**src/rtl/ccr_pkg.sv**
```systemverilog
package ccr_pkg;

    // slot indices whose behaviour differs from plain storage
    localparam int SLOT_MACF   = 17;
    localparam int SLOT_PC     = 26;
    localparam int SLOT_START  = 27;
    localparam int SLOT_CTRL   = 28;
    localparam int SLOT_STATUS = 29;

    localparam logic [31:0] CTRL_KEEP_MASK = 32'h0000_0C0C;

    // control-slot pulse bit positions
    localparam int CB_U0_BREAK = 0;
    localparam int CB_U0_RESET = 1;
    localparam int CB_U1_BREAK = 8;
    localparam int CB_U1_RESET = 9;

    // status-slot live bit positions
    localparam int SB_RUNNING = 0;
    localparam int SB_U1_BUSY = 8;

    typedef enum logic {
        DIR_READ  = 1'b0,
        DIR_WRITE = 1'b1
    } xfer_dir_e;

    typedef struct packed {
        logic u1_reset;
        logic u1_break;
        logic u0_reset;
        logic u0_break;
    } ctl_pulse_t;

    function automatic logic is_read_only(input int idx);
        return (idx == SLOT_MACF) || (idx == SLOT_PC) || (idx == SLOT_STATUS);
    endfunction

endpackage

```
**src/rtl/ccr_interlock.sv**
```systemverilog
module ccr_interlock (
    input  logic clk,
    input  logic rst,
    input  logic req_valid,
    input  logic req_wait,
    input  logic cop_running,
    input  logic cop_break,
    output logic stall,
    output logic fire
);
    logic hold;

    assign hold  = req_valid && req_wait && cop_running && !cop_break;
    assign stall = hold;
    assign fire  = req_valid && !hold;

    // a request never fires in a cycle where it is stalled
    a_r9_no_fire_when_stalled: assert property (@(posedge clk) disable iff (rst)
        stall |-> !fire);

    // an un-interlocked request is never stalled
    a_r10_no_wait_no_stall: assert property (@(posedge clk) disable iff (rst)
        (req_valid && !req_wait) |-> fire);
endmodule

```
**src/rtl/ccr_wfilter.sv**
```systemverilog
module ccr_wfilter
    import ccr_pkg::*;
#(
    parameter int DW = 32,
    parameter int NREGS = 32,
    localparam int IW = $clog2(NREGS)
) (
    input  logic          fire,
    input  xfer_dir_e     dir,
    input  logic [IW-1:0] idx,
    input  logic [DW-1:0] wdata,
    input  logic          u1_busy,
    output logic          we,
    output logic [DW-1:0] we_data,
    output ctl_pulse_t    pulses,
    output logic          start
);
    int   slot;
    logic wr;

    always_comb begin
        slot    = int'(idx);
        wr      = fire && (dir == DIR_WRITE);
        we      = wr && (slot != 0) && !is_read_only(slot) && (slot != SLOT_START);
        we_data = (slot == SLOT_CTRL) ? (wdata & DW'(CTRL_KEEP_MASK)) : wdata;
        pulses  = '0;
        if (wr && slot == SLOT_CTRL) begin
            pulses.u0_break = wdata[CB_U0_BREAK];
            pulses.u0_reset = wdata[CB_U0_RESET];
            pulses.u1_break = wdata[CB_U1_BREAK];
            pulses.u1_reset = wdata[CB_U1_RESET];
        end
        start = wr && (slot == SLOT_START) && !u1_busy;
    end
endmodule

```
**src/rtl/ccr_regfile.sv**
```systemverilog
module ccr_regfile #(
    parameter int DW = 32,
    parameter int NREGS = 32,
    localparam int IW = $clog2(NREGS)
) (
    input  logic          clk,
    input  logic          rst,
    input  logic          we,
    input  logic [IW-1:0] waddr,
    input  logic [DW-1:0] wdata,
    input  logic [IW-1:0] raddr,
    output logic [DW-1:0] rdata
);
    logic [DW-1:0] slots [NREGS];

    for (genvar g = 0; g < NREGS; g++) begin : g_slot
        always_ff @(posedge clk) begin
            if (rst)
                slots[g] <= '0;
            else if (we && waddr == IW'(g))
                slots[g] <= wdata;
        end
    end

    assign rdata = slots[raddr];

    // slot 0 never leaves zero
    a_r4_slot0_zero: assert property (@(posedge clk) disable iff (rst)
        slots[0] == '0);

    // read-only slots keep their reset contents
    a_r5_ro_unchanged: assert property (@(posedge clk) disable iff (rst)
        (slots[17] == '0) && (slots[26] == '0) && (slots[29] == '0));
endmodule

```
**src/rtl/ccr_xfer_unit.sv**
```systemverilog
module ccr_xfer_unit
    import ccr_pkg::*;
#(
    parameter int DW = 32,
    parameter int NREGS = 32,
    parameter int AW = 16,
    localparam int IW = $clog2(NREGS)
) (
    input  logic            clk,
    input  logic            rst,
    input  logic            req_valid_i,
    input  logic            req_dir_i,
    input  logic            req_wait_i,
    input  logic [IW-1:0]   req_idx_i,
    input  logic [DW-1:0]   req_wdata_i,
    input  logic            cop_running_i,
    input  logic            cop_break_i,
    input  logic            u1_busy_i,
    output logic            stall_o,
    output logic            rd_valid_o,
    output logic [2*DW-1:0] rd_data_o,
    output logic            u0_break_o,
    output logic            u0_reset_o,
    output logic            u1_break_o,
    output logic            u1_reset_o,
    output logic            u1_start_o,
    output logic [AW-1:0]   u1_start_addr_o
);
    xfer_dir_e     dir;
    logic          fire;
    logic          we;
    logic [DW-1:0] we_data;
    ctl_pulse_t    pulses, pulses_q;
    logic          start;
    logic [DW-1:0] rf_rdata;
    logic [DW-1:0] rsel;
    int            slot;

    assign dir = xfer_dir_e'(req_dir_i);

    ccr_interlock u_lock (
        .clk         (clk),
        .rst         (rst),
        .req_valid   (req_valid_i),
        .req_wait    (req_wait_i),
        .cop_running (cop_running_i),
        .cop_break   (cop_break_i),
        .stall       (stall_o),
        .fire        (fire)
    );

    ccr_wfilter #(.DW(DW), .NREGS(NREGS)) u_filt (
        .fire    (fire),
        .dir     (dir),
        .idx     (req_idx_i),
        .wdata   (req_wdata_i),
        .u1_busy (u1_busy_i),
        .we      (we),
        .we_data (we_data),
        .pulses  (pulses),
        .start   (start)
    );

    ccr_regfile #(.DW(DW), .NREGS(NREGS)) u_rf (
        .clk   (clk),
        .rst   (rst),
        .we    (we),
        .waddr (req_idx_i),
        .wdata (we_data),
        .raddr (req_idx_i),
        .rdata (rf_rdata)
    );

    always_comb begin
        slot = int'(req_idx_i);
        rsel = rf_rdata;
        if (slot == SLOT_STATUS) begin
            rsel = '0;
            rsel[SB_RUNNING] = cop_running_i;
            rsel[SB_U1_BUSY] = u1_busy_i;
        end else if (slot == 0 || slot == SLOT_START) begin
            rsel = '0;
        end
    end

    always_ff @(posedge clk) begin
        if (rst) begin
            rd_valid_o      <= 1'b0;
            rd_data_o       <= '0;
            pulses_q        <= '0;
            u1_start_o      <= 1'b0;
            u1_start_addr_o <= '0;
        end else begin
            rd_valid_o <= fire && (dir == DIR_READ);
            if (fire && dir == DIR_READ)
                rd_data_o <= {{DW{rsel[DW-1]}}, rsel};
            pulses_q   <= pulses;
            u1_start_o <= start;
            if (start)
                u1_start_addr_o <= req_wdata_i[AW-1:0];
        end
    end

    assign u0_break_o = pulses_q.u0_break;
    assign u0_reset_o = pulses_q.u0_reset;
    assign u1_break_o = pulses_q.u1_break;
    assign u1_reset_o = pulses_q.u1_reset;

    // read result upper half mirrors bit 31
    a_r3_sign_ext: assert property (@(posedge clk) disable iff (rst)
        rd_valid_o |-> (rd_data_o[2*DW-1:DW] == {DW{rd_data_o[DW-1]}}));

    // a stalled cycle yields no read result next cycle
    a_r9_stall_blocks_read: assert property (@(posedge clk) disable iff (rst)
        stall_o |=> !rd_valid_o);

    // a unit-0 reset pulse follows a write to the control slot with bit 1 set
    a_r7_reset_cause: assert property (@(posedge clk) disable iff (rst)
        u0_reset_o |-> $past(fire && req_dir_i && int'(req_idx_i) == SLOT_CTRL
                             && req_wdata_i[CB_U0_RESET]));

    // launch only when the second unit was idle
    a_r8_start_idle: assert property (@(posedge clk) disable iff (rst)
        u1_start_o |-> $past(!u1_busy_i && fire));
endmodule

```
**config.mk**
```make
export PLATFORM = sky130hd
export DESIGN_NAME = ccr_xfer_unit
export DESIGN_NICKNAME = d
export VERILOG_FILES = /design/src/rtl/ccr_pkg.sv /design/src/rtl/ccr_interlock.sv /design/src/rtl/ccr_wfilter.sv /design/src/rtl/ccr_regfile.sv /design/src/rtl/ccr_xfer_unit.sv
export SDC_FILE = /design/constraint.sdc
export NUM_CORES = 1
export LEC_CHECK = 0
export ABC_CLOCK_PERIOD_IN_PS = 4350
export BUFFER_PORTS_ARGS = -buffer_cell sky130_fd_sc_hd__buf_2
export CELL_PAD_IN_SITES_DETAIL_PLACEMENT = 1
export CELL_PAD_IN_SITES_GLOBAL_PLACEMENT = 2
export CORE_MARGIN = 8
export CORE_UTILIZATION = 35
export CTS_CLUSTER_DIAMETER = 80
export DETAILED_ROUTE_END_ITERATION = 12
export PLACE_DENSITY_LB_ADDON = 0.1
export SLEW_MARGIN = 20
export SYNTH_ARGS = -nofsm -noshare
export SYNTH_HDL_FRONTEND = slang
export SYNTH_SLANG_ARGS = --single-unit
```
**constraint.sdc**
```tcl
create_clock -name clk -period 4.35 [get_ports clk]
set_input_delay 0 -clock clk [delete_from_list [all_inputs] [get_ports clk]]
set_output_delay 0 -clock clk [all_outputs]
set_load 0.02 [all_outputs]
```
# --- Word level (Yosys, flattened, before mapping) ---
# Memory sizes are Yosys's and may differ from the RTL's.
# Index checks and enable logic that the tools add are counted.
word_totals:
  ff_bits: 54
  ramBits: 1024
  in_bits: 45
  out_inout_bits: 87
  mem_count: 1
op_classes:
  n_eq_ne: 37
  mux: 133
  n_bitwise: 34
  n_reduce_logical: 55
memory_table:
  columns: ["memory", "words", "width", "read_ports", "rd_ports_with_merged_regs", "wr", "line_no", "source"]
  rows:
  - ["u_rf.slots", 32, 32, 1, 0, 32, "ccr_regfile.sv:14", "logic [DW-1:0] slots [NREGS];"]
ops:
  columns: ["cell", "count"]
  rows:
  - ["32-bit two-way mux", 35]
  - ["1-bit two-way mux", 98]
  - ["5-bit == test (second input constant)", 17]
  - ["5-bit by 4-bit == test with 1-bit output (second input constant)", 10]
  - ["1-bit logical AND", 44]
  - ["1-bit OR", 32]
  - ["5-bit by 3-bit == test with 1-bit output (second input constant)", 6]
  - ["5-bit by 2-bit == test with 1-bit output (second input constant)", 2]
  - ["5-bit logical NOT", 2]
  - ["5-bit by 1-bit == test with 1-bit output (second input constant)", 1]
  - ["5-bit by 4-bit != test with 1-bit output (second input constant)", 1]
  - ["5-bit nonzero test", 1]
  - ["1-bit logical NOT", 4]
  - ["1-bit logical OR", 3]
  - ["1-bit NOT", 2]
  - ["2-bit OR reduction", 1]

# --- Logic depth before layout (Yosys ltp) ---
# Gate-level depths: netlist of the first run.
logic_depth:
  word_depth: 14
  ltp_mapped: 10
  ltp_nobuf: 4

# --- By module ---
# From an unflattened synthesis of the first run, not the netlist that was laid out.
unflattened:
  hier_cells: 3736
  hier_area_um2: 49944.2
modules_own_cells:
  columns: ["mod", "n_inst", "cells_per_inst", "area_each_um2", "seq_area_each_um2"]
  rows:
  - ["ccr_regfile", 1, 3498, 47468.0, 30749.5]
  - ["ccr_xfer_unit", 1, 185, 2045.7, 1081.0]
  - ["ccr_wfilter", 1, 49, 407.9, 0.0]
  - ["ccr_interlock", 1, 4, 22.5, 0.0]

# --- Worst setup path before layout of the first run ---
# Ideal clock, no wire load.
synth_path:
  path_type: "input port to flip-flop"
  from: "input req_idx_i[3]"
  to: "memory u_rf.slots[31][0] (enable)"
  setup_ns: 0.466
  arrival_ns: 3.557
  required_ns: 3.884
  setup_slack_ns: 0.327
  cell_stages: 8
  cell_sequence: "buf_2 > clkbuf_1 > and2_1 > buf_2 > buf_2 > nand2_1 > clkbuf_1 > o21ai_0"
synth_lines:
  columns: ["item", "line_no", "source"]
  rows:
  - ["start, declared", "ccr_xfer_unit.sv:14", "input logic [IW-1:0] req_idx_i,"]
  - ["end, declared", "ccr_regfile.sv:14", null]

==> results of run 1 <==
[cell usage in the layout (no fill, tap or decap), types with 5 or more instances in the layout]
| cell type | n |
|---|---|
| a21oi_1 | 16 |
| edfxtp_1 | 1024 |
| a221oi_1 | 32 |
| a32o_1 | 32 |
| nand2_1 | 104 |
| mux4_2 | 192 |
| conb_1 | 188 |
| buf_2 | 125 |
| clkinv_1 | 29 |
| o211ai_1 | 43 |
| a22oi_1 | 13 |
| o221a_2 | 15 |
| clkbuf_1 | 32 |
| clkbuf_16 | 123 |
| o21ai_0 | 17 |
| bufinv_16 | 6 |
| mux2_2 | 85 |
| nor2b_1 | 5 |
| dlygate4sd3_1 | 46 |
| o2111ai_1 | 13 |
| clkinv_2 | 34 |
| buf_12 | 8 |
| mux2i_1 | 99 |
| nor2_1 | 481 |
| nand3_1 | 35 |
| dfxtp_1 | 53 |
| nand4_1 | 5 |
| nor3_1 | 361 |
| o21ai_4 | 25 |
| inv_1 | 5 |
| buf_4 | 125 |
[what timing repair did]
action	CTS	global route
hold buffers	46	0
endpoints found under the setup margin	0	0
hold endpoints to repair	648	0
[sequential cells by signal (all words and copies together) (netlist names)]
signal           count
u_rf.slots        1024
rd_data_o           32
u1_start_addr_o     16
rd_valid_o           1
u0_break_o           1
u0_reset_o           1
u1_break_o           1
u1_reset_o           1
u1_start_o           1
[logic make-up (layout without fill, tap and decap cells)]
logic type,Yosys count,count (layout),share of synthesized area (%)
XOR/XNOR,1,1,0.0189
AND/OR/NAND/NOR,1020,1020,9.67
buffers and inverters,365,544,4.10
other,1,188,0.00810
AO/OA/AOI/OAI,228,228,3.87
flip-flops,1078,1078,68.8
multiplexers,376,376,13.6
[per-layer routing]
layer	part of all wire [%]	up-vias	track usage, %
met5	0	-	0
met3	5.5	225	3.13
met4	3.0	0	6.24
met1	44	15395	29.9
li1	-	12075	-
met2	48	862	35.7
[cell type report]
| cell class | count | area, µm² |
|---|---|---|
| clock buffer | 156 | 3210 |
| clock inverter | 70 | 479 |
| fill | 13243 | 77700 |
| inverter | 10 | 40.0 |
| multi-input combinational | 1813 | 13600 |
| sequential | 1078 | 31800 |
| tap | 1755 | 2200 |
| timing repair buffer | 308 | 2240 |
[through the flow]
stage	hold slack, ps	area, µm²
final	82.7	53600
after global routing	80.3	53600
after CTS	30.2	53600
after detailed placement	257	49400
after global placement	261	49400
after floorplan	120	47000
[worst max-delay path, cell delays in order]
cell           delay (ps)
dlygate4sd3_1         550
buf_4                 270
nor2b_1               830
nand2_1               400
buf_4                 440
o21ai_4               190
buf_4                 530
[power by group through the flow]
stage / Clock (µW) / Sequential [µW] / Combinational [µW]
after floorplan: 0 / 12300 / 1170
after global placement: 0 / 12300 / 2010
after detailed placement: 0 / 12400 / 2030
after CTS: 9940 / 12100 / 2060
after global routing: 10300 / 12200 / 2150
final: 9690 / 12100 / 2040
[final timing paths]
kind / slack (ps) / cells past startpoint / to / from
hold / removal: 80 / 4 / u0_reset_o$_SDFF_PP0_ / req_wdata_i[1]
setup / recovery: 1430 / 7 / u_rf.slots[21][19]$_SDFFCE_PN0P_ / req_idx_i[3]
hold reg to reg: 480 / 2 / u1_start_addr_o[10]$_SDFFE_PP0P_ / u1_start_addr_o[10]$_SDFFE_PP0P_
setup reg to reg: 2130 / 4 / rd_data_o[26]$_SDFFE_PP0P_ / u_rf.slots[23][26]$_SDFFCE_PN0P_
==> results.md, run 1 <==
* Status: finished clean
* Die Ht at 380 µm
* Initial Utilization at 35.2%
* Nets at 3375
* Crit path launch type: input pin
* HPWL Detailed at 98000 µm
* Die area at 144000 µm²
* Req. time, crit path at 4700 ps
* First-pass iteration count of the detailed router at 6
* Core Util, Final at 40.8%
* First-pass GRT wire length at 227000 µm
* Peak supply drop at 0.333 mV
* Worst Tran Pin Value at 989 ps
* Number of port buffers at 131
* Post-Place Worst Slack at 1020 ps
* Via Count at 28557
* Synth Flop Type: edfxtp_1
* Post-synthesis instance total at 3069
* Clk_lat worst skew at 720 ps
* Core area at 131000 µm²
* Die W at 380 µm
* Placed insts at 4917
* CTS Sinks at 1078
* Number of I/O pins at 132
* RePlAce Congestion at 0.800
* Mapped Area at 46300 µm²
* Period Utilization, post-route at 67.2%
* Fmax achieved at 0.342 GHz
* Post-CTS Setup Bufs at 0
* Largest net degree at the start of global routing at 123
* Drt wl/cell at 30.8 µm
* Slew Limit Fails at 0
* Synth async-reset ratio at 0%
* Reg power frac at 50.9%
* Leading cell type by number of instances after synthesis: edfxtp_1
* Pwr dens at 446 nW/µm²
* Crit path DAT at 3280 ps
* Fin. Hold Viols at 0
* # diodes at 0
* Clock power frac at 40.6%
* Synth area leaders: edfxtp_1, mux4_2, nor2_1, nor3_1, dfxtp_1
* Yosys reg bits at 1078
* Synth warn at 0
* Total power at 23900 µW
* Synth-to-layout area growth at 15.8%
* Share of layout cells above drive strength 1 at 22.4%
* Cts bufs inserted at 119
* Comb power frac at 8.6%
* Largest area contributor in the netlist: edfxtp_1
* Leakage at 0.0182 µW
* Initial antenna violation count at 11
* Internal Power at 18100 µW
* Gr ovfl total at 0
* Layout Cells excl Fill at 5190
* Overall routing resource usage at 21.6%
* Critical path type: in2reg
* Vias in the first global route at 30418
* Worst Skew at 21.5 ps
* P_sw at 5750 µW
* PnR worst setup slack at 1430 ps
* Register area share after synthesis at 68.8%
* Post-synth cell types at 54
* Share of the synthesized area in the top cell type at 66.4%
* Post-DRT Antenna Nets at 0
* Worst min-delay path class: in2reg
* Initial DRC count at 2409
* Rows at 133
* Setup_tns at 0 ps
* Routed WL at 160000 µm
* Post_cts resized at 0
* Post-synth EDFFs at 1024
* Max Buffers Root-to-Sink at 3
* Total of max-cap violations at 0
* Net Sw Frac at 24.1%
* Worst slew margin at 33.7%
* Remaining DRCs at 0
* Root Driver: clkbuf_16
* Synth top cells by count: edfxtp_1, nor2_1, nor3_1
* Min Tclk post-route at 2920 ps
* H-tree depth at 3
* Crit-path max FO at 33
* Syn_area_per_cell at 15.1 µm²
* Final setup fails at 0
* Setup crit end kind: flip-flop
* Clk slew on worst S/H paths at 60 ps
* CTS tree: built
* Vias per cell at 5.50
* RSZ-0062 raised after global routing: no
Note: power is estimated with default switching activity, not from simulation.
==> inputs of run 2 (changes only) <==
--- a/config.mk
+++ b/config.mk
@@ -5,7 +5,7 @@
 export SDC_FILE = /design/constraint.sdc
 export NUM_CORES = 1
 export LEC_CHECK = 0
-export ABC_CLOCK_PERIOD_IN_PS = 4350
+export ABC_CLOCK_PERIOD_IN_PS = 3060
 export BUFFER_PORTS_ARGS = -buffer_cell sky130_fd_sc_hd__buf_2
 export CELL_PAD_IN_SITES_DETAIL_PLACEMENT = 1
 export CELL_PAD_IN_SITES_GLOBAL_PLACEMENT = 2
==> constraint.sdc (replaced) <==
create_clock -name clk -period 3.06 [get_ports clk]
set_input_delay 0 -clock clk [delete_from_list [all_inputs] [get_ports clk]]
set_output_delay 0 -clock clk [all_outputs]
set_load 0.02 [all_outputs]
==> run 2 against run 1 <==
Against the previous run:
- clock skew down 2.4 ps
- register-to-register slack worse by 1200 ps
- count of clock-buffer cells in the layout increased by 25
- clock power is 55% higher
- via count shrank 0.45%
- die area unchanged
- sequential power grew 42%
- core utilization grew 1.2 points
- largest power group unchanged
- final area up 2.9%
- worst hold slack lost 7.6 ps
==> results.md, run 2 (synthesized netlist as in run 1, its figures left out) <==
* Status: finished clean
* Die Ht at 380 µm (unchanged)
* Total power at 35400 µW (+48%)
* Initial DRC count at 2311 (-4.1%)
* Vias per cell at 5.42 (-1.4%)
* RSZ-0062 raised after global routing: no
* Crit path DAT at 2940 ps (-340 ps)
* Final setup fails at 0 (unchanged)
* Fmax achieved at 0.395 GHz
* Fill count at 13070 (-1.3%)
* Pwr dens at 641 nW/µm² (+44%)
* Number of I/O pins at 132 (unchanged)
* Clk_lat worst skew at 750 ps (+30 ps)
* Req. time, crit path at 3470 ps (-1230 ps)
* Period Utilization, post-route at 82.8%
* HPWL Detailed at 99400 µm (+1.5%)
* Worst Tran Pin Value at 1120 ps (+135 ps)
* Via Count at 28429 (-0.45%)
* Critical path type: in2reg
* Die W at 380 µm (unchanged)
* Placed Area at 50500 µm² (+2.2%)
* Nets at 3432 (+1.7%)
* First-pass iteration count of the detailed router at 5 (-1)
* Max Buffers Root-to-Sink at 3 (unchanged)
* Most common cell on crit path: buf_4
* Initial antenna violation count at 11 (unchanged)
* Routed WL at 160000 µm (about the same)
* Slowest stage delay, CP at 870 ps (+40 ps)
* Critical path's slowest cell: nor2b_1
* Largest net degree at the start of global routing at 98 (-20%)
* Min Tclk post-route at 2530 ps
* Worst slew margin at 24.6% (-9.1 points)
* Largest register by flop count: u_rf.slots
* Reg area at 31800 µm² (about the same)
* Total of max-cap violations at 0 (unchanged)
* Clk slew on worst S/H paths at 50 ps (about the same)
* Number of port buffers at 131 (unchanged)
* Post-DRT Antenna Nets at 0 (unchanged)
* Post-route design area at 55100 µm² (+2.9%)
* RePlAce Congestion at 0.791 (-1.2%)
* Leakage at 0.0189 µW (+3.9%)
* Buf/Inv on CP at 4 (unchanged)
* Root Driver: clkbuf_16
* Die area at 144000 µm² (unchanged)
* Max reg flops at 1024 (unchanged)
* Core Util, Final at 42.0% (+1.2 points)
* Slew Limit Fails at 0 (unchanged)
* Biggest regs: u_rf.slots x1024, rd_data_o x32, u1_start_addr_o x16
* Overall routing resource usage at 21.8% (+0.13 points)
* PnR worst setup slack at 526 ps (-902 ps)
* Area of the multi-input gates at 13600 µm² (unchanged)
* Worst min-delay path class: in2reg
* Rows at 133 (unchanged)
* Peak supply drop at 0.520 mV (+56%)
* Setup crit end kind: flip-flop
* Fin. Hold Viols at 0 (unchanged)
* Crit path launch type: input pin
* Drt wl/cell at 30.5 µm (-0.96%)
* Synth-to-layout area growth at 19.1%
* Core area at 131000 µm² (unchanged)
* H-tree depth at 4 (+1)
* Post-CTS Setup Bufs at 0 (unchanged)
* Initial Utilization at 35.2% (unchanged)
* Share of layout cells above drive strength 1 at 23.4% (+1.1 points)
* CTS Sinks at 1078 (unchanged)
* CTS tree: built
* Most frequent cells in the layout: edfxtp_1, nor2_1, nor3_1
* Gr ovfl total at 0 (unchanged)
* Vias in the first global route at 30657 (+0.79%)
* Commonest non-fill, non-tap cell in the layout: edfxtp_1
* Remaining DRCs at 0 (unchanged)
* CP delay by family, top: buffers and inverters
* Crit-path cells: dlygate4sd3_1, buf_4, nor2b_1, nand2_1, buf_4, o21ai_4, buf_12
* Crit-path max FO at 33 (unchanged)
* Post-Place Worst Slack at 239 ps (-783 ps)
* First-pass GRT wire length at 228000 µm (+0.15%)
* Cts bufs inserted at 131 (+10%)
* Worst Skew at 19.1 ps (-2.37 ps)
## run 2: cell count changes in the layout (fill, tap and decap cells not counted), moves of 3 or more
| cell | change |
|---|---|
| clkinv_2 | -17 |
| clkbuf_8 | +5 |
| buf_16 | +4 |
| buf_4 | -15 |
| clkinv_1 | -3 |
| buf_12 | +55 |
| clkbuf_16 | +18 |
## run 2: what timing repair did
| action | 4_1_cts | 5_1_grt |
|---|---|---|
| resized for setup | 0 | 0 |
| hold endpoints to repair | 854 | 0 |
| hold buffers | 47 | 0 |
## run 2: final timing paths
| kind | end | cells past startpoint | slack (ps) | startpoint |
|---|---|---|---|---|
| setup / recovery | u_rf.slots[6][15]$_SDFFCE_PN0P_ | 7 | 530 | req_idx_i[3] |
| hold / removal | u1_reset_o$_SDFF_PP0_ | 4 | 80 | req_wdata_i[9] |
| setup reg to reg | rd_data_o[8]$_SDFFE_PP0P_ | 4 | 920 | u_rf.slots[7][8]$_SDFFCE_PN0P_ |
| hold reg to reg | u1_start_addr_o[10]$_SDFFE_PP0P_ | 2 | 470 | u1_start_addr_o[10]$_SDFFE_PP0P_ |
## run 2: per-stage QoR
stage	hold WS, ps	TNS, ps	cells
after floorplan	120	-163680	3256
after global placement	261	0	4957
after detailed placement	270	0	4962
after CTS	15.2	0	5240
after global routing	54.1	0	5240
final	75.1	0	5242
## run 2: worst register-to-register path, stage by stage, from the launching register on
cell,delay (ps)
edfxtp_1,360
mux4_2,470
mux2i_1,430
o211ai_1,430
a31o_1,340
## run 2: metal layers
| layer | vias to the layer above | global-route usage (%) | routed length, µm |
|---|---|---|---|
| met1 | 15222 | 29.1 | 69500 |
| met3 | 206 | 4.33 | 9230 |
| met2 | 801 | 35.7 | 76200 |
| met4 | 0 | 7.04 | 4900 |
| met5 | - | 0 | 0 |
| li1 | 12200 | - | - |
## run 2: power breakdown
group          leakage (µW)  total [µW]  internal, µW  switching [µW]
registers            0.0102       17200         17000             262
logic               0.00666        3070          1080            1990
clock network       0.00202       15000          8990            6050
total                0.0189       35400         27100            8310
## run 2: cell type report
cell class,instances,share of cell area [%]
multi-input cells,1813,24.6
well taps,1755,3.98
flip-flops and latches,1078,57.7
clock inverters,50,0.708
diodes,2,0.00908
repair buffers,353,6.08
clock buffers,181,6.78
inverters,10,0.0681
==> inputs of run 3 (changes only) <==
--- a/config.mk
+++ b/config.mk
@@ -5,7 +5,7 @@
 export SDC_FILE = /design/constraint.sdc
 export NUM_CORES = 1
 export LEC_CHECK = 0
-export ABC_CLOCK_PERIOD_IN_PS = 3060
+export ABC_CLOCK_PERIOD_IN_PS = 2210
 export BUFFER_PORTS_ARGS = -buffer_cell sky130_fd_sc_hd__buf_2
 export CELL_PAD_IN_SITES_DETAIL_PLACEMENT = 1
 export CELL_PAD_IN_SITES_GLOBAL_PLACEMENT = 2
==> constraint.sdc (replaced) <==
create_clock -name clk -period 2.21 [get_ports clk]
set_input_delay 0 -clock clk [delete_from_list [all_inputs] [get_ports clk]]
set_output_delay 0 -clock clk [all_outputs]
set_load 0.02 [all_outputs]
==> run 3 against run 2 <==
Against the previous run:
- final area grew 3.1%
- count of clock-buffer cells in the layout fell by 26
- global-route usage is 0.11 points lower
- via count grew 1.9%
- core utilization rose by 1.3 points
- wire length shrank 0.32%
- clock skew is 1.5 ps higher
- non-clock buffer count rose by 150
- critical endpoint is now u1_start_addr_o[2]$_SDFFE_PP0P_
==> results.md, run 3 (synthesized netlist as in run 1, its figures left out) <==
* Biggest regs: u_rf.slots x1024, rd_data_o x32, u1_start_addr_o x16
* Number of port buffers at 131 (unchanged)
* Peak supply drop at 0.670 mV (+29%)
* Crit-path max FO at 15 (-55%)
* Fin. Hold Viols at 0 (unchanged)
* Pwr dens at 859 nW/µm² (+34%)
* Initial Utilization at 35.2% (unchanged)
* Register-to-register setup slack at 150 ps (-770 ps)
* Synth-to-layout area growth at 22.8%
* Fmax achieved at 0.468 GHz
* Clk_lat worst skew at 730 ps (-20 ps)
* GR Util met1 at 29.0% (-0.11 points)
* Min Tclk post-route at 2140 ps
* Period Utilization, post-route at 96.7%
* Remaining DRCs at 0 (unchanged)
* Status: finished clean
* Vias in the first global route at 30961 (+0.99%)
* Drt wl/cell at 29.6 µm (-2.9%)
* Nets at 3571 (+4.1%)
* Overall routing resource usage at 21.7% (-0.11 points)
* Share of layout cells above drive strength 1 at 26.4% (+2.9 points)
* # diodes at 0 (-2)
* Hold path endpoint: u0_reset_o$_SDFF_PP0_
* Setup crit end kind: flip-flop
* Placed Area at 52300 µm² (+3.5%)
* First-pass GRT wire length at 228000 µm (+0.24%)
* Max reg flops at 1024 (unchanged)
* HPWL Detailed at 103000 µm (+3.6%)
* Total of max-cap violations at 0 (unchanged)
* Cells on worst reg2reg path at 5 (+1)
* Rows at 133 (unchanged)
* Die Ht at 380 µm (unchanged)
* Hold path startpoint: req_wdata_i[1]
* RR Startpoint: u_rf.slots[12][9]$_SDFFCE_PN0P_
* Worst Tran Pin Value at 1000 ps (-123 ps)
* Fill count at 13034 (-0.28%)
* CTS Sinks at 1078 (unchanged)
* Vias per cell at 5.39 (-0.68%)
* Via Count at 28974 (+1.9%)
* Max Buffers Root-to-Sink at 3 (unchanged)
* Die W at 380 µm (unchanged)
* Leakage at 0.0198 µW (+4.9%)
* Most frequent cells in the layout: edfxtp_1, nor2_1, nor3_1
* Worst min-delay path class: in2reg
* CTS tree: built
* Routed WL at 159000 µm (-0.32%)
* H-tree depth at 3 (-1)
* Largest register by flop count: u_rf.slots
* Final setup fails at 0 (unchanged)
* Initial DRC count at 2236 (-3.2%)
* Min Hold Slack at 69.6 ps (-5.53 ps)
* Core Util, Final at 43.3% (+1.3 points)
* Critical path type: in2reg
* Gr ovfl total at 0 (unchanged)
* Met3 GRT Util at 4.91% (+0.58 points)
* Largest net degree at the start of global routing at 133 (+36%)
* Number of I/O pins at 132 (unchanged)
* Req. time, crit path at 2880 ps (-590 ps)
* Worst R2R End: rd_data_o[9]$_SDFFE_PP0P_
* Initial antenna violation count at 6 (-5)
* Root Driver: clkbuf_16
* Hold Crit Depth at 4 (unchanged)
* First-pass iteration count of the detailed router at 5 (unchanged)
* GRT busiest layer: met2
* RePlAce Congestion at 0.807 (+2.1%)
* Worst Skew at 20.6 ps (+1.54 ps)
* Slew Limit Fails at 0 (unchanged)
* Crit path launch type: input pin
* Commonest non-fill, non-tap cell in the layout: edfxtp_1
* Cts bufs inserted at 120 (-8.4%)
* Global routing usage on met2 at 35.3% (-0.42 points)
* Crit path DAT at 2800 ps (-140 ps)
* Die area at 144000 µm² (unchanged)
* Worst slew margin at 33.3% (+8.7 points)
* Post-route design area at 56800 µm² (+3.1%)
* Core area at 131000 µm² (unchanged)
* Post-DRT Antenna Nets at 0 (unchanged)
* Clk slew on worst S/H paths at 60 ps (about the same)
==> run 3: cell count changes in the layout (fill, tap and decap cells not counted), moves of 6 or more <==
| cell | delta |
|---|---|
| bufinv_16 | +9 |
| clkbuf_1 | -6 |
| buf_12 | +65 |
| buf_4 | +80 |
| clkbuf_16 | -16 |
| dlygate4sd3_1 | +7 |
==> run 3: layout make-up <==
cell class / instances / area (µm²) / area share (%)
flip-flops and latches: 1078 / 31800 / 56.0
multi-input cells: 1813 / 13600 / 23.9
repair buffers: 503 / 5250 / 9.24
clock buffers: 155 / 3250 / 5.72
well taps: 1755 / 2200 / 3.86
clock inverters: 65 / 691 / 1.21
inverters: 10 / 37.5 / 0.0660
==> run 3: power by group <==
part           internal, µW  switching (µW)  total [µW]
clock network         12000            8270       20300
registers             23500             379       23900
logic                  1860            2820        4680
==> run 3: metal layers <==
metal  wire, µm  vias up
met4       5080        2
met2      75400      883
met5         13        -
met1      68300    15360
met3      10600      234
li1           -    12495
==> run 3: critical path: stages <==
cell and delay [ps]:
dlygate4sd3_1 570, buf_8 190, buf_12 190, nor4b_4 250
buf_6 210, nand3_1 90, dlygate4sd3_1 580, a21oi_1 140
dlygate4sd3_1 570
==> run 3: timing repair <==
item | in CTS | in global routing
buffers inserted | 0 | 2
hold buffers | 54 | 0
endpoints found under the setup margin | 0 | 6
resized for setup | 0 | 3
hold endpoints to repair | 912 | 0
==> run 3: how the worst max path moves through the flow <==
stage / start / end / depth (start not counted)
after CTS: req_idx_i[4] / u1_start_addr_o[3]$_SDFFE_PP0P_ / 9
after floorplan: req_idx_i[0] / u_rf.slots[19][0]$_SDFFCE_PN0P_ / 7
after global placement: req_idx_i[0] / rd_data_o[9]$_SDFFE_PP0P_ / 8
after global routing: req_idx_i[4] / u1_start_addr_o[6]$_SDFFE_PP0P_ / 9
after detailed placement: req_idx_i[0] / rd_data_o[9]$_SDFFE_PP0P_ / 8
final: req_idx_i[4] / u1_start_addr_o[2]$_SDFFE_PP0P_ / 9
==> run 3: metrics by stage <==
step                      setup WS, ps  total power, µW  std cells  TNS (ps)
after CTS                         37.5            49400       5376         0
after global routing             -21.0            50400       5379     -24.0
final                             73.2            48800       5379         0
after floorplan                   -291            26500       3256   -154900
after global placement           -98.8            28900       5102      -125
after detailed placement         -90.9            29000       5102      -115
